<file path="src/rtl/oc_pkg.sv">
package oc_pkg;
    localparam int TMR_W  = 16;
    localparam int MODE_W = 3;

    typedef enum logic [MODE_W-1:0] {
        MD_OFF    = 3'd0,
        MD_SET    = 3'd1,
        MD_CLR    = 3'd2,
        MD_TGL    = 3'd3,
        MD_PULSE1 = 3'd4,
        MD_PULSEN = 3'd5,
        MD_PWM    = 3'd6,
        MD_PWMF   = 3'd7
    } oc_mode_e;

    typedef enum logic [2:0] {
        S_OFF, S_SINGLE, S_ARM, S_FALL, S_DONE, S_PWM, S_FAULT
    } oc_state_e;

    function automatic oc_state_e entry_state(oc_mode_e m);
        case (m)
            MD_OFF:                 return S_OFF;
            MD_SET, MD_CLR, MD_TGL: return S_SINGLE;
            MD_PULSE1, MD_PULSEN:   return S_ARM;
            default:                return S_PWM;
        endcase
    endfunction
endpackage

</file>
<file path="src/rtl/oc_tmr_sel.sv">
module oc_tmr_sel #(
    parameter int W = 16
) (
    input  logic [W-1:0] tmr_a,
    input  logic [W-1:0] tmr_b,
    input  logic         prd_a,
    input  logic         prd_b,
    input  logic         tsel,
    input  logic [W-1:0] cmp_pri,
    input  logic [W-1:0] cmp_sec,
    input  logic [W-1:0] duty,
    output logic         hit_pri,
    output logic         hit_sec,
    output logic         hit_duty,
    output logic         prd
);
    logic [W-1:0] cnt;

    always_comb begin
        cnt      = tsel ? tmr_b : tmr_a;
        prd      = tsel ? prd_b : prd_a;
        hit_pri  = (cnt == cmp_pri);
        hit_sec  = (cnt == cmp_sec);
        hit_duty = (cnt == duty);
    end
endmodule

</file>
<file path="src/rtl/oc_duty_reg.sv">
module oc_duty_reg #(
    parameter int W = 16
) (
    input  logic         clk,
    input  logic         rst_n,
    input  logic         ld,
    input  logic [W-1:0] src,
    output logic [W-1:0] duty
);
    always_ff @(posedge clk) begin
        if (!rst_n)  duty <= '0;
        else if (ld) duty <= src;
    end

    AST_DUTY_HOLD: assert property (@(posedge clk) disable iff (!rst_n)
        !ld |=> $stable(duty));
endmodule

</file>
<file path="src/rtl/oc_ctrl_fsm.sv">
module oc_ctrl_fsm
    import oc_pkg::*;
(
    input  logic     clk,
    input  logic     rst_n,
    input  logic     cfg_we,
    input  oc_mode_e new_mode,
    input  oc_mode_e mode,
    input  logic     hit_pri,
    input  logic     hit_sec,
    input  logic     hit_duty,
    input  logic     prd,
    input  logic     flt_n,
    output logic     pin,
    output logic     oe,
    output logic     irq,
    output logic     fault,
    output logic     duty_ld
);
    oc_state_e state, state_nx;
    logic      pin_nx, irq_nx, fault_nx;

    // next-state and next-output decode
    always_comb begin
        state_nx = state;
        pin_nx   = pin;
        irq_nx   = 1'b0;
        fault_nx = fault;
        duty_ld  = 1'b0;
        if (cfg_we) begin
            state_nx = entry_state(new_mode);
            pin_nx   = 1'b0;
            fault_nx = 1'b0;
        end else begin
            unique case (state)
                S_OFF: pin_nx = 1'b0;
                S_SINGLE: if (hit_pri) begin
                    irq_nx = 1'b1;
                    unique case (mode)
                        MD_SET:  pin_nx = 1'b1;
                        MD_CLR:  pin_nx = 1'b0;
                        default: pin_nx = ~pin;
                    endcase
                end
                S_ARM: if (hit_pri) begin
                    pin_nx   = 1'b1;
                    state_nx = S_FALL;
                end
                S_FALL: if (hit_sec) begin
                    pin_nx   = 1'b0;
                    irq_nx   = 1'b1;
                    state_nx = (mode == MD_PULSE1) ? S_DONE : S_ARM;
                end
                S_DONE: pin_nx = 1'b0;
                S_PWM: begin
                    if (mode == MD_PWMF && !flt_n) begin
                        pin_nx   = 1'b0;
                        fault_nx = 1'b1;
                        state_nx = S_FAULT;
                    end else if (prd) begin
                        pin_nx  = 1'b1;
                        irq_nx  = 1'b1;
                        duty_ld = 1'b1;
                    end else if (hit_duty) begin
                        pin_nx = 1'b0;
                    end
                end
                S_FAULT: pin_nx = 1'b0;
                default: state_nx = S_OFF;
            endcase
        end
    end

    // state register
    always_ff @(posedge clk) begin
        if (!rst_n) state <= S_OFF;
        else        state <= state_nx;
    end

    // output registers
    always_ff @(posedge clk) begin
        if (!rst_n) begin
            pin   <= 1'b0;
            irq   <= 1'b0;
            fault <= 1'b0;
        end else begin
            pin   <= pin_nx;
            irq   <= irq_nx;
            fault <= fault_nx;
        end
    end

    assign oe = (state != S_FAULT);

    AST_WRITE_CLEARS: assert property (@(posedge clk) disable iff (!rst_n)
        cfg_we |=> (!pin && !fault));
    AST_FAULT_STICKY: assert property (@(posedge clk) disable iff (!rst_n)
        (fault && !cfg_we) |=> fault);
    AST_OE_FAULT: assert property (@(posedge clk) disable iff (!rst_n)
        !oe |-> (fault && !pin));
    AST_DONE_LOW: assert property (@(posedge clk) disable iff (!rst_n)
        (state == S_DONE) |-> !pin);
    AST_TOGGLE_FLIPS: assert property (@(posedge clk) disable iff (!rst_n)
        (mode == MD_TGL && irq) |-> (pin != $past(pin)));
endmodule

</file>
<file path="src/rtl/oc_channel.sv">
module oc_channel
    import oc_pkg::*;
#(
    parameter int TW = TMR_W
) (
    input  logic              clk,
    input  logic              rst_n,
    input  logic [TW-1:0]     tmr_a,
    input  logic [TW-1:0]     tmr_b,
    input  logic              prd_a,
    input  logic              prd_b,
    input  logic              tsel,
    input  logic [TW-1:0]     cmp_pri,
    input  logic [TW-1:0]     cmp_sec,
    input  logic              flt_n,
    input  logic              cfg_we,
    input  logic [MODE_W-1:0] cfg_mode,
    output logic              oc_pin,
    output logic              oc_oe,
    output logic              irq_pulse,
    output logic              fault_flag
);
    oc_mode_e      mode_q;
    oc_mode_e      mode_in;
    logic [TW-1:0] duty;
    logic          hit_pri, hit_sec, hit_duty, prd, duty_ld;

    assign mode_in = oc_mode_e'(cfg_mode);

    always_ff @(posedge clk) begin
        if (!rst_n)      mode_q <= MD_OFF;
        else if (cfg_we) mode_q <= mode_in;
    end

    oc_tmr_sel #(.W(TW)) u_sel (
        .tmr_a(tmr_a), .tmr_b(tmr_b), .prd_a(prd_a), .prd_b(prd_b),
        .tsel(tsel), .cmp_pri(cmp_pri), .cmp_sec(cmp_sec), .duty(duty),
        .hit_pri(hit_pri), .hit_sec(hit_sec), .hit_duty(hit_duty), .prd(prd)
    );

    oc_duty_reg #(.W(TW)) u_duty (
        .clk(clk), .rst_n(rst_n), .ld(duty_ld), .src(cmp_sec), .duty(duty)
    );

    oc_ctrl_fsm u_fsm (
        .clk(clk), .rst_n(rst_n), .cfg_we(cfg_we), .new_mode(mode_in),
        .mode(mode_q), .hit_pri(hit_pri), .hit_sec(hit_sec),
        .hit_duty(hit_duty), .prd(prd), .flt_n(flt_n),
        .pin(oc_pin), .oe(oc_oe), .irq(irq_pulse), .fault(fault_flag),
        .duty_ld(duty_ld)
    );

    AST_PWM_EVENT_HIGH: assert property (@(posedge clk) disable iff (!rst_n)
        ((mode_q == MD_PWM || mode_q == MD_PWMF) && irq_pulse) |-> oc_pin);
    AST_OFF_LOW: assert property (@(posedge clk) disable iff (!rst_n)
        (mode_q == MD_OFF) |-> (!oc_pin && !irq_pulse));
endmodule

</file>
<file path="config.mk">
export PLATFORM = sky130hd
export DESIGN_NAME = oc_channel
export DESIGN_NICKNAME = d
export VERILOG_FILES = /design/src/rtl/oc_pkg.sv /design/src/rtl/oc_tmr_sel.sv /design/src/rtl/oc_duty_reg.sv /design/src/rtl/oc_ctrl_fsm.sv /design/src/rtl/oc_channel.sv
export SDC_FILE = /design/constraint.sdc
export NUM_CORES = 1
export LEC_CHECK = 0
export BUFFER_PORTS_ARGS = -buffer_cell sky130_fd_sc_hd__buf_2
export CAP_MARGIN = 20
export CORE_ASPECT_RATIO = 0.9
export CORE_MARGIN = 2
export CORE_UTILIZATION = 53
export CTS_CLUSTER_DIAMETER = 100
export DETAILED_ROUTE_END_ITERATION = 8
export PLACE_DENSITY = 0.87
export SYNTH_ARGS = -nofsm -noshare
export SYNTH_HDL_FRONTEND = slang
export SYNTH_SLANG_ARGS = --single-unit
export TNS_END_PERCENT = 30
</file>
<file path="constraint.sdc">
create_clock -name clk -period 5.1 [get_ports clk]
set_input_delay 0.51 -clock clk [delete_from_list [all_inputs] [get_ports clk]]
set_output_delay 0.51 -clock clk [all_outputs]
set_load 0.005 [all_outputs]
</file>
==> flow_metrics.py <==
metrics = {
    "synthesis": {
        "synth_cell_type_count": 34,
        "syn_avg_cell_area_um2": 9.53,
        "ys_top_cells_by_area": "dfxtp_1, xnor2_1, mux2i_1, mux2i_4, nor2b_1",
        "ys_seq_area_share_pct": 25.1,
        "syn_area_um2": 1990,
        "ys_ff_latch": 25,
        "ys_top_cells_by_count": "xnor2_1, mux2i_1, dfxtp_1, nor2b_1",
        "ys.warnings.count": 0,
        "syn-num-nets": 283,
        "synth_top_area_share_pct": 25.1,
        "synth_ff_type": "dfxtp_1",
        "synthCells": 209,
        "synth.most_common_cell": "xnor2_1",
        "synth_top_area_cell": "dfxtp_1",
        "synth_edf_count": 0,
        "async_flop_share_pct": 0,
    },
    "die": {
        "die_h_um": 62.2,
        "die_area_um2": 4270,
        "dieWidth_um": 68.6,
        "ioPinCount": 78,
        "rows": 21,
        "start_util_pct": 54.5,
        "core_region_area_um2": 3650,
    },
    "worst_setup_path": {
        "crit_path_end_kind": "flip-flop",
        "worstSetupStartpointType": "input port",
        "cp.arrival_ns": 3.27,
        "required_ns": 5.30,
        "crit_path_max_fanout": 17,
        "critical_path_class": "in2reg",
    },
    "global_route": {
        "grt_max_degree": 24,
        "grt_first_pass_wirelength_mm": 7.76,
        "grt-ovfl-total": 0,
        "grt_pass1_vias": 1780,
        "antenna_found_initial": 0,
        "grt_usage_pct": 23.2,
    },
    "timing": {
        "worst_slew_pin_slew_ns": 1.04,
        "rsz0062_at_grt": "no",
        "setup_viol": 0,
        "slew_headroom_pct": 30.8,
        "fin_crit_sh_pct": 60.2,
        "worst_clock_skew_ns": 0.00204,
        "period_needed_ns": 3.07,
        "slew_viol_final": 0,
        "max_freq_mhz": 326,
        "hold_viol": 0,
        "fin_tns_setup_ns": 0,
    },
    "cts": {
        "cts_tree": "done",
        "postCtsResizedCells": 0,
        "clock-sinks": 25,
        "cts_made_buffers": 3,
        "path_clk_slew_ns": 0.08,
        "clk_latency_ns": 0.26,
        "cts.root.buffer_cell": "clkbuf_8",
        "cts_max_level": 1,
        "cts_setup_buffers": 0,
        "cts_hold_buf": 0,
        "ctsLongestPathBuffers": 2,
    },
    "placement": {
        "globalplace.congestion": 0.871,
        "dp_hpwl_mm": 3.85,
        "dpl-instance-area_um2": 2380,
        "io_buffers": 77,
    },
    "finish": {
        "finalCoreUtilization_pct": 66.3,
        "nNetsFinal": 357,
        "diodes": 0,
        "drive_gt1_share_pct": 33.3,
        "fin_area_um2": 2420,
        "area_delta_synth_final_pct": 21.5,
    },
    "run_status": {
        "outcome": "finished clean",
    },
    "routing": {
        "initialDrtViolationCount": 82,
        "wl_mm": 4.68,
        "vias": 1760,
        "wl_per_cell_um": 14.3,
        "drc": 0,
        "first_pass_iters": 4,
        "postRouteAntennaNets": 0,
        "via_per_inst": 5.37,
    },
    "pwr": {
        "irDropWorstVdd_mv": 0.214,
        "leakage_nw": 0.912,
        "powerDensity_nw_per_um2": 190,
        "fin_total_pwr_mw": 0.460,
    },
    "run": {
        "cap_viol_max_count": 0,
    },
    "hold_path": {
        "hold_class": "reg2reg",
    },
}
==> layout make-up <==
cell class	count	area (µm²)
fillers	301	1230
multi-input cells	174	1430
repair buffers	77	385
clock buffers	4	45.0
inverters	2	7.51
flip-flops and latches	25	500
well taps	46	57.6
==> layer usage <==
layer  up-vias  GRT usage [%]  share of wire, %
li1        878              -                 -
met1       819           29.6                42
met2        61           40.7                51
met3         2           3.99               6.5
met4         0           3.50              0.30
met5         -              0                 0
==> power breakdown <==
part	switching [mW]	internal, mW
Sequential	0.00576	0.198
Combinational	0.0673	0.0750
Clock	0.0579	0.0558
==> worst max-delay path, cell delays in order <==
cell	delay [ns]
buf_2	0.57
mux2i_1	0.55
xnor2_1	0.13
nor4_1	0.45
nand4_1	0.31
a32o_1	0.30
a311oi_2	0.23
mux2i_1	0.20
==> logic make-up after synthesis <==
| family | after synthesis | synth area share, % |
|---|---|---|
| simple gates | 68 | 19.5 |
| xor+xnor | 48 | 21.1 |
| mux | 36 | 23.1 |
| flops | 25 | 25.1 |
| compound gates | 22 | 7.85 |
| buf+inv | 10 | 3.33 |
==> registers in the layout (all words and copies together) (netlist names) <==
signal	flops
u_fsm.irq	1
u_duty.duty	16
u_fsm.fault	1
u_fsm.state	3
mode_q	3
u_fsm.pin	1
==> final timing paths <==
path                                      from              to  slack, ns  cells past startpoint
worst max register to register  u_fsm.state[0]  u_duty.duty[6]       2.55                      6
worst max-delay path                      tsel       u_fsm.pin       2.03                      8
worst min-delay path               u_fsm.fault     u_fsm.fault       0.50                      2
worst min register to register     u_fsm.fault     u_fsm.fault       0.50                      2
==> cells in the final DEF, fill, tap and decap left out, drive strengths merged, types with 2 or more instances in the layout <==
| cell | instances |
|---|---|
| nor2 | 7 |
| o22a | 2 |
| o21ai | 8 |
| nor2b | 24 |
| a21boi | 2 |
| clkbuf | 4 |
| nor4 | 12 |
| a21oi | 3 |
| inv | 2 |
| dfxtp | 25 |
| nand2 | 11 |
| a31oi | 2 |
| xnor2 | 48 |
| o211a | 2 |
| nand3 | 4 |
| and3 | 2 |
| mux2i | 36 |
| buf | 77 |
| nand4 | 4 |
==> through the flow <==
stage / worst slack [ns] / hold slack, ns / std cells
finish: 2.03 / 0.500 / 328
floorplan: 2.80 / 0.470 / 209
global route: 1.97 / 0.521 / 328
global placement: 1.91 / 0.479 / 324
detailed placement: 1.78 / 0.481 / 324
CTS: 2.04 / 0.500 / 328
Note: power is estimated with default switching activity, not from simulation.
